### src/rtl/tnr_pkg.sv
package tnr_pkg;

    localparam int BYTE_W   = 8;
    localparam int DIV_W    = 15;
    localparam int SEL_W    = 2;
    localparam int PORT_W   = 4;
    localparam int BAND_W   = 3;

    // fixed upper part of the target address
    localparam logic [4:0] ADDR_PREFIX = 5'b11000;

    typedef enum logic [1:0] {
        RX_IDLE,
        RX_ADDR,
        RX_DATA,
        RX_SKIP
    } rx_state_e;

    typedef enum logic {
        PAIR_DIV = 1'b0,
        PAIR_CTL = 1'b1
    } pair_kind_e;

    typedef struct packed {
        logic start;
        logic stop;
        logic rise;
        logic fall;
    } bus_evt_t;

    typedef struct packed {
        logic pump_hi;
        logic test_route;
        logic pump_off;
        logic filt_dis;
    } ctl_a_t;

    typedef struct packed {
        logic [PORT_W-1:0] port;
        logic [BAND_W-1:0] band;
    } ctl_b_t;

    function automatic logic addr_hit(input logic [BYTE_W-1:0] b,
                                      input logic [SEL_W-1:0]  sel);
        return b == {ADDR_PREFIX, sel, 1'b0};
    endfunction

    function automatic ctl_a_t decode_ctl_a(input logic [BYTE_W-1:0] b);
        ctl_a_t c;
        c.pump_hi    = b[6];
        c.test_route = b[5];
        c.pump_off   = b[4];
        c.filt_dis   = b[0];
        return c;
    endfunction

    function automatic ctl_b_t decode_ctl_b(input logic [BYTE_W-1:0] b);
        ctl_b_t c;
        c.port = b[7:4];
        c.band = b[2:0];
        return c;
    endfunction

endpackage

### src/rtl/tnr_bus_events.sv
module tnr_bus_events
    import tnr_pkg::*;
(
    input  logic     clk,
    input  logic     rst,
    input  logic     scl_i,
    input  logic     sda_i,
    output bus_evt_t evt_o
);

    logic scl_q;
    logic sda_q;

    always_ff @(posedge clk) begin
        if (rst) begin
            scl_q <= 1'b1;
            sda_q <= 1'b1;
        end else begin
            scl_q <= scl_i;
            sda_q <= sda_i;
        end
    end

    // SDA may only move while SCL is high for a start or a stop
    always_comb begin
        evt_o.start = scl_i && scl_q && sda_q && !sda_i;
        evt_o.stop  = scl_i && scl_q && !sda_q && sda_i;
        evt_o.rise  = scl_i && !scl_q;
        evt_o.fall  = !scl_i && scl_q;
    end

endmodule

### src/rtl/tnr_byte_rx.sv
module tnr_byte_rx
    import tnr_pkg::*;
#(
    parameter int BYTES_MAX = 4,
    localparam int CNT_W = $clog2(BYTES_MAX + 1),
    localparam int IDX_W = (BYTES_MAX > 1) ? $clog2(BYTES_MAX) : 1
) (
    input  logic              clk,
    input  logic              rst,
    input  bus_evt_t          evt_i,
    input  logic              sda_i,
    input  logic [SEL_W-1:0]  sel_i,
    output logic              ack_o,
    output logic              wr_o,
    output logic [BYTE_W-1:0] wr_byte_o,
    output logic [IDX_W-1:0]  wr_idx_o
);

    localparam logic [3:0] BIT_LAST = 4'd8;
    localparam logic [3:0] BIT_ACK  = 4'd9;
    localparam logic [CNT_W-1:0] CNT_FULL = CNT_W'(BYTES_MAX);

    rx_state_e          state_q;
    logic [3:0]         bit_cnt_q;
    logic [BYTE_W-1:0]  shreg_q;
    logic [CNT_W-1:0]   data_cnt_q;
    logic               ack_q;

    logic byte_done;
    logic ack_done;
    logic active;

    assign active    = (state_q == RX_ADDR) || (state_q == RX_DATA);
    assign byte_done = active && evt_i.fall && (bit_cnt_q == BIT_LAST);
    assign ack_done  = active && evt_i.fall && (bit_cnt_q == BIT_ACK);

    // a data byte is stored on the falling edge that opens its acknowledge
    always_comb begin
        wr_o      = byte_done && (state_q == RX_DATA) && (data_cnt_q < CNT_FULL);
        wr_byte_o = shreg_q;
        wr_idx_o  = data_cnt_q[IDX_W-1:0];
    end

    always_ff @(posedge clk) begin
        if (rst) begin
            state_q    <= RX_IDLE;
            bit_cnt_q  <= '0;
            shreg_q    <= '0;
            data_cnt_q <= '0;
            ack_q      <= 1'b0;
        end else if (evt_i.start) begin
            state_q    <= RX_ADDR;
            bit_cnt_q  <= '0;
            data_cnt_q <= '0;
            ack_q      <= 1'b0;
        end else if (evt_i.stop) begin
            state_q   <= RX_IDLE;
            bit_cnt_q <= '0;
            ack_q     <= 1'b0;
        end else if (active) begin
            if (evt_i.rise) begin
                if (bit_cnt_q < BIT_LAST) begin
                    shreg_q   <= {shreg_q[BYTE_W-2:0], sda_i};
                    bit_cnt_q <= bit_cnt_q + 4'd1;
                end else if (bit_cnt_q == BIT_LAST) begin
                    bit_cnt_q <= BIT_ACK;
                end
            end else if (byte_done) begin
                if (state_q == RX_ADDR) begin
                    if (addr_hit(shreg_q, sel_i)) begin
                        ack_q <= 1'b1;
                    end else begin
                        state_q <= RX_SKIP;
                    end
                end else begin
                    ack_q <= 1'b1;
                    if (data_cnt_q < CNT_FULL) begin
                        data_cnt_q <= data_cnt_q + 1'b1;
                    end
                end
            end else if (ack_done) begin
                ack_q     <= 1'b0;
                bit_cnt_q <= '0;
                if (state_q == RX_ADDR) begin
                    state_q <= RX_DATA;
                end
            end
        end
    end

    assign ack_o = ack_q;

endmodule

### src/rtl/tnr_reg_bank.sv
module tnr_reg_bank
    import tnr_pkg::*;
#(
    parameter int IDX_W = 2
) (
    input  logic              clk,
    input  logic              rst,
    input  logic              wr_i,
    input  logic [BYTE_W-1:0] wr_byte_i,
    input  logic [IDX_W-1:0]  wr_idx_i,
    output logic [DIV_W-1:0]  div_o,
    output ctl_a_t            ctl_a_o,
    output ctl_b_t            ctl_b_o
);

    localparam int DIV_HI_W = DIV_W - BYTE_W;

    pair_kind_e          kind_q;
    pair_kind_e          kind_now;
    logic                first_of_pair;
    logic [DIV_W-1:0]    div_q;
    ctl_a_t              ctl_a_q;
    ctl_b_t              ctl_b_q;
    logic                unused_gap_bits;

    // even byte positions open a pair and choose its kind
    assign first_of_pair = !wr_idx_i[0];
    assign kind_now      = first_of_pair ? pair_kind_e'(wr_byte_i[BYTE_W-1]) : kind_q;
    assign unused_gap_bits = ^{wr_byte_i[3:1]};

    always_ff @(posedge clk) begin
        if (rst) begin
            kind_q  <= PAIR_DIV;
            div_q   <= '0;
            ctl_a_q <= '0;
            ctl_b_q <= '0;
        end else if (wr_i) begin
            if (first_of_pair) begin
                kind_q <= kind_now;
            end
            unique case ({kind_now, first_of_pair})
                {PAIR_DIV, 1'b1}: div_q[DIV_W-1:BYTE_W] <= wr_byte_i[DIV_HI_W-1:0];
                {PAIR_DIV, 1'b0}: div_q[BYTE_W-1:0]     <= wr_byte_i;
                {PAIR_CTL, 1'b1}: ctl_a_q               <= decode_ctl_a(wr_byte_i);
                {PAIR_CTL, 1'b0}: ctl_b_q               <= decode_ctl_b(wr_byte_i);
                default: ;
            endcase
        end
    end

    assign div_o   = div_q;
    assign ctl_a_o = ctl_a_q;
    assign ctl_b_o = ctl_b_q;

endmodule

### src/rtl/tnr_i2c_tuner.sv
module tnr_i2c_tuner
    import tnr_pkg::*;
#(
    parameter int BYTES_MAX = 4,
    localparam int IDX_W = (BYTES_MAX > 1) ? $clog2(BYTES_MAX) : 1
) (
    input  logic              clk,
    input  logic              rst,
    input  logic              scl_i,
    input  logic              sda_i,
    input  logic [SEL_W-1:0]  chip_sel_i,
    output logic              sda_pull_o,
    output logic [DIV_W-1:0]  div_ratio_o,
    output logic              pump_hi_o,
    output logic              test_route_o,
    output logic              pump_off_o,
    output logic              filt_dis_o,
    output logic [BAND_W-1:0] band_o,
    output logic [PORT_W-1:0] port_o
);

    bus_evt_t           evt;
    logic               wr;
    logic [BYTE_W-1:0]  wr_byte;
    logic [IDX_W-1:0]   wr_idx;
    ctl_a_t             ctl_a;
    ctl_b_t             ctl_b;

    tnr_bus_events u_events (
        .clk   (clk),
        .rst   (rst),
        .scl_i (scl_i),
        .sda_i (sda_i),
        .evt_o (evt)
    );

    tnr_byte_rx #(
        .BYTES_MAX (BYTES_MAX)
    ) u_rx (
        .clk       (clk),
        .rst       (rst),
        .evt_i     (evt),
        .sda_i     (sda_i),
        .sel_i     (chip_sel_i),
        .ack_o     (sda_pull_o),
        .wr_o      (wr),
        .wr_byte_o (wr_byte),
        .wr_idx_o  (wr_idx)
    );

    tnr_reg_bank #(
        .IDX_W (IDX_W)
    ) u_regs (
        .clk       (clk),
        .rst       (rst),
        .wr_i      (wr),
        .wr_byte_i (wr_byte),
        .wr_idx_i  (wr_idx),
        .div_o     (div_ratio_o),
        .ctl_a_o   (ctl_a),
        .ctl_b_o   (ctl_b)
    );

    assign pump_hi_o    = ctl_a.pump_hi;
    assign test_route_o = ctl_a.test_route;
    assign pump_off_o   = ctl_a.pump_off;
    assign filt_dis_o   = ctl_a.filt_dis;
    assign band_o       = ctl_b.band;
    assign port_o       = ctl_b.port;

endmodule

### config.mk
export PLATFORM = sky130hd
export DESIGN_NAME = tnr_i2c_tuner
export DESIGN_NICKNAME = d
export VERILOG_FILES = /design/src/rtl/tnr_pkg.sv /design/src/rtl/tnr_bus_events.sv /design/src/rtl/tnr_byte_rx.sv /design/src/rtl/tnr_reg_bank.sv /design/src/rtl/tnr_i2c_tuner.sv
export SDC_FILE = /design/constraint.sdc
export NUM_CORES = 1
export LEC_CHECK = 0
export CAP_MARGIN = 15
export CORE_MARGIN = 1
export CORE_UTILIZATION = 56
export DETAILED_ROUTE_END_ITERATION = 10
export HOLD_SLACK_MARGIN = 0.1
export PLACE_DENSITY = 0.91
export SYNTH_ARGS = -nofsm -noshare
export SYNTH_HDL_FRONTEND = slang
export SYNTH_SLANG_ARGS = --single-unit
### constraint.sdc
create_clock -name clk -period 3.6 [get_ports clk]
set_clock_uncertainty 0.15 [all_clocks]
set_input_delay 0.9 -clock clk [delete_from_list [all_inputs] [get_ports clk]]
set_output_delay 0.9 -clock clk [all_outputs]
set_load 0.1 [all_outputs]
## Yosys cells after proc, flatten, opt, wreduce, memory -nomap -nowiden

Cells that the tools add are included.

| storage, ports and cells | value |
|---|---|
| output and inout port bits | 27 |
| logic and storage cells | 99 |
| register bits after elaboration | 47 |

| operators by class | value |
|---|---|
| mux-type cells | 19 |
| bitwise operators | 5 |
| reduce and logical (&&, ||, !) cells | 36 |
| equality and inequality tests | 18 |
| $lt $le $gt $ge | 2 |
| add/subtract/negate cells | 2 |

Operator list:

| cell | count |
|---|---|
| $mux 4 | 5 |
| $reduce_and 6->1 | 3 |
| $logic_and 1x1->1 | 12 |
| $ne 4x4->1 const B | 3 |
| $mux 2 | 5 |
| $reduce_and 2->1 | 5 |
| $mux 1 | 9 |
| $eq 4x4->1 const B | 2 |
| $eq 8x8->1 | 1 |
| $ne 2x2->1 const B | 4 |
| $reduce_and 4->1 | 2 |
| $eq 2x2->1 const B | 3 |
| $ne 3x1->1 const B | 2 |
| $logic_not 1->1 | 5 |
| $not 1->1 | 5 |
| $reduce_and 5->1 | 1 |
| $add 4x1->4 const B | 1 |
| $eq 2x1->1 const B | 2 |
| $lt 4x4->1 const B | 1 |
| $reduce_bool 2->1 | 2 |
| $reduce_bool 4->1 | 1 |
| $add 3x1->3 const B | 1 |
| $lt 3x3->1 const B | 1 |
| $ne 3x3->1 const B | 1 |
| other kinds (5) | 5 |

## Logic depth before layout (Yosys ltp)

| logic depth | value |
|---|---|
| depth after elaboration | 10 |
| mapped depth | 8 |
| depth with buffers taken out | 6 |

## Hierarchy

A second synthesis with hierarchy kept.

| unflattened totals | value |
|---|---|
| cell total of the unflattened synthesis | 236 |
| area, all modules | 2016.9 µm² |

Modules (own cells, without submodules):

| module | times used | sequential area each (µm²) | cells each | area an instance (µm²) |
|---|---|---|---|---|
| tnr_reg_bank | 1 | 540.5 | 118 | 978.4 |
| tnr_byte_rx | 1 | 360.3 | 110 | 953.4 |
| tnr_bus_events | 1 | 40.0 | 8 | 85.1 |

## Least setup slack after synthesis

OpenSTA, ideal clock, no wires.

| timing | value |
|---|---|
| path kind | input-to-reg |
| start | input scl_i |
| end | register u_regs.ctl_b_q, in the netlist u_regs.ctl_b_o[2] |
| buffers on the path | 3 |
| data arrival time | 1.913 ns |
| setup slack | 1.410 ns |
| cell stages on the path | 7 |
| path through | clkbuf_2 and3b_1 buf_2 and3_1 buf_6 mux2i_1 nor2_1 |

| on the way | value |
|---|---|
| longest elaborated chain between the ends | 7 |

RTL lines:

| item | line | text |
|---|---|---|
| start, declared | tnr_i2c_tuner.sv:9 | `input logic scl_i,` |
| $logic_not 1->1 | tnr_bus_events.sv:29 | `evt_o.fall = !scl_i && scl_q;` |
| $logic_and 1x1->1 | tnr_bus_events.sv:29 |  |
| $logic_and 1x1->1 (2 in a row) | tnr_byte_rx.sv:34 | `assign byte_done = active && evt_i.fall && (bit_cnt_q == BIT_LAST);` |
| $logic_and 1x1->1 (2 in a row) | tnr_byte_rx.sv:39 | `wr_o = byte_done && (state_q == RX_DATA) && (data_cnt_q < CNT_FULL);` |
| $reduce_and 2->1 (no source line) | -- |  |
| end signal, assigned | tnr_reg_bank.sv:45 | `{PAIR_CTL, 1'b0}: ctl_b_q <= decode_ctl_b(wr_byte_i);` |
| end, declared | tnr_reg_bank.sv:23 | `ctl_b_t ctl_b_q;` |

Every way passes these cells.
A chain may end at the register's enable or synchronous reset.

## Worst setup path in the final report

| timing | value |
|---|---|
| start | input scl_i |
| end | register u_regs.ctl_b_q, in the netlist u_regs.ctl_b_o[0] |

Same word-level chain as after synthesis.

==> flow_summary.toml <==
[run_status]
status = "finished, final reports clean"

[sta]
rsz0062_at_grt = "no"
max_freq_mhz = 384
worst_slew_pin_slew_ns = 0.653
finalCritPeriodShare_pct = 72.4
worst_slack_ns = 0.994
tns_ns = 0
setup_violations = 0
relSlewSlack_pct = 56.2
hold_viol = 0
fin_crit_ns = 2.61
slew_viol_final = 0

[synthesis]
seq_area_frac_synth_pct = 45.7
synthCells = 218
ys_warn_count = 0
ys_seq_elements = 47
synth_top_area_share_pct = 45.7
synth_top_area_cell = "dfxtp_1"
synth_nets = 230
avgSynthCellArea_um2 = 9.45
synth_cell_types = 42
syn_area_mm2 = 0.00206
synth.top_cells.by_area = "dfxtp_1 (46%), mux2i_1 (14%), nor2_1 (6.0%), ha_1 (3.6%), nand2_1 (3.5%)"

[clock_network]
cts_hold_buf = 0
post_cts_buffers = 0
clock_latency_ns = 0.30
cts_buffers = 5
cts_resized = 0
cts.path.max_buffers = 2
root_buffer = "clkbuf_8"
h-tree-depth = 2
cts_sinks = 47
path_clk_slew_ns = 0.09
cts_tree = "built"

[critical_path]
cp_top_family = "simple AND/OR/NAND/NOR gates"
start_kind = "input pin"
required_ns = 3.65
cp_data_arrival_time_ns = 2.66
worstPathCellList = "clkdlybuf4s50_1, and3b_1, and3_1, mux2i_1, nor2_1"
crit_path_end_kind = "flop"
critical_path_class = "input pin to flop"
cp.buffers_inverters = 1
slowest_stage = "clkdlybuf4s50_1"
crit_path_max_incr_delay_ns = 0.55
critical_path.max_fanout = 10

[global_route]
grt_max_degree = 19
grt_pass1_vias = 1505
grt_remaining_overflow = 0
grt_use_total_pct = 23.0
grt_pass1_wl_um = 7020
antenna_found_initial = 0

[min_path]
hp-class = "flop to flop"

[power_and_ir_drop]
leakagePower_uw = 0.00108
power_uw = 900
p_per_area_mw_per_mm2 = 371
vdd_ir_drop_max_uv = 274

[route]
wl_um = 4090
num_vias = 1608
first_iter_violations = 61
ant_nets = 0
via_per_inst = 5.43
wl_per_cell_um = 13.8
remaining_drc_errors = 0
firstDrtPassIters = 4

[final_layout]
fin_nets = 261
syn_to_final_growth_pct = 17.9
diodes = 0
fill_cells = 264
drive_gt1_share_pct = 19.6
final_cells = 296
fin_util_pct = 70.6

[die]
start_util_pct = 59.9
die_w_um = 62.7
fp-row-count = 21
chipHeight_um = 62.7
ios = 33
core_mm2 = 0.00344
die_area_mm2 = 0.00393

[place]
io_buffers = 32
pre_cts_slack_ns = 0.725
gp_congestion = 0.798
dp_cells = 288
dpl.hpwl_um = 2850

[flow_run]
drv_cap = 0
## kinds of logic after synthesis
family                   synth area share [%]
AO/OA/AOI/OAI                            8.50
XOR/XNOR                                 1.70
adder cells (fa/ha/maj)                  3.64
buffers and inverters                    3.82
flip-flops                               45.7
multiplexers                             14.1
AND/OR/NAND/NOR                          22.6
## area by class of cell
type	instances	area, um^2	area share [%]
sequential	47	941	38.7
tap	46	57.6	2.37
clock inverter	2	16.3	0.670
timing repair buffer	34	268	11.0
clock buffer	6	82.6	3.40
multi-input combinational	155	1040	42.9
inverter	6	22.5	0.927
## flip-flops by register name, summed over array words and instances, names as in the netlist
signal           cells
u_events.sda_q       1
u_rx.bit_cnt_q       4
u_rx.state_q         2
u_regs.div_o        15
u_regs.ctl_b_o       7
u_rx.ack_o           1
u_regs.kind_q        1
u_regs.ctl_a_o       4
u_rx.data_cnt_q      3
u_rx.wr_byte_o       8
u_events.scl_q       1
## worst register-to-register path, stage by stage (launching register included)
cell and delay (ns):
dfxtp_1 0.34, inv_1 0.05, ha_1 0.37, nor3b_4 0.43, and3_1 0.48, mux2i_1 0.26, nor2_1 0.05
## worst paths after layout
kind | from | endpoint | slack (ns) | cells after the start
setup reg to reg | u_rx.state_q[0] | u_regs.ctl_b_o[0] | 1.36 | 6
hold / removal | u_rx.ack_o | u_rx.ack_o | 0.34 | 2
setup / recovery | scl_i | u_regs.ctl_b_o[0] | 0.99 | 5
hold reg to reg | u_rx.ack_o | u_rx.ack_o | 0.34 | 2
## power breakdown
group / switching [uW] / total, uW / internal, uW
Combinational: 23.5 / 39.3 / 15.8
Sequential: 2.58 / 524 / 522
Clock: 180 / 337 / 157
Total: 206 / 900 / 694
## per-layer routing
metal  wire length (um)  global-route usage (%)  vias to the layer above
li1                   -                       -                      810
met1               1950                    29.7                      751
met2               1880                    36.1                       39
met3                184                    5.66                        8
met4                 82                    10.2                        0
met5                  0                       0                        -
## cells in the mapped netlist, drive strengths merged
cell type	number
o21a	1
nand4	2
nand2b	4
mux2i	29
a31o	1
nor2b	2
nor2	33
o31ai	1
o211a	1
o21ai	2
and3	2
nand2	19
xnor2	2
a211oi	2
a21o	1
nor4bb	2
and4b	2
and3b	1
clkbuf	6
or2	4
nor3	4
a31oi	3
nor4b	2
nand3	7
a21oi	13
a41oi	1
inv	6
xor2	2
or3	1
nor3b	3
o21ba	1
dfxtp	47
o22ai	1
ha	6
buf	4
## layout by cell type, fill, tap and decap left out, drive strengths merged, types with 3 or more instances in the layout
master,instances
dfxtp,47
mux2i,29
nor3b,3
buf,29
a31oi,3
or2,4
nand2b,4
nand3,7
clkdlybuf4s50,5
a21oi,13
nand2,19
inv,6
clkbuf,6
ha,6
nor3,4
nor2,33
## per-stage QoR
stage	instance area, um^2	hold slack [ns]
final	2430	0.337
after detailed placement	2330	0.329
after floorplan	2060	0.316
after global placement	2330	0.316
after CTS	2430	0.342
after global routing	2430	0.384
No activity file was read; power rests on OpenSTA's default activity.
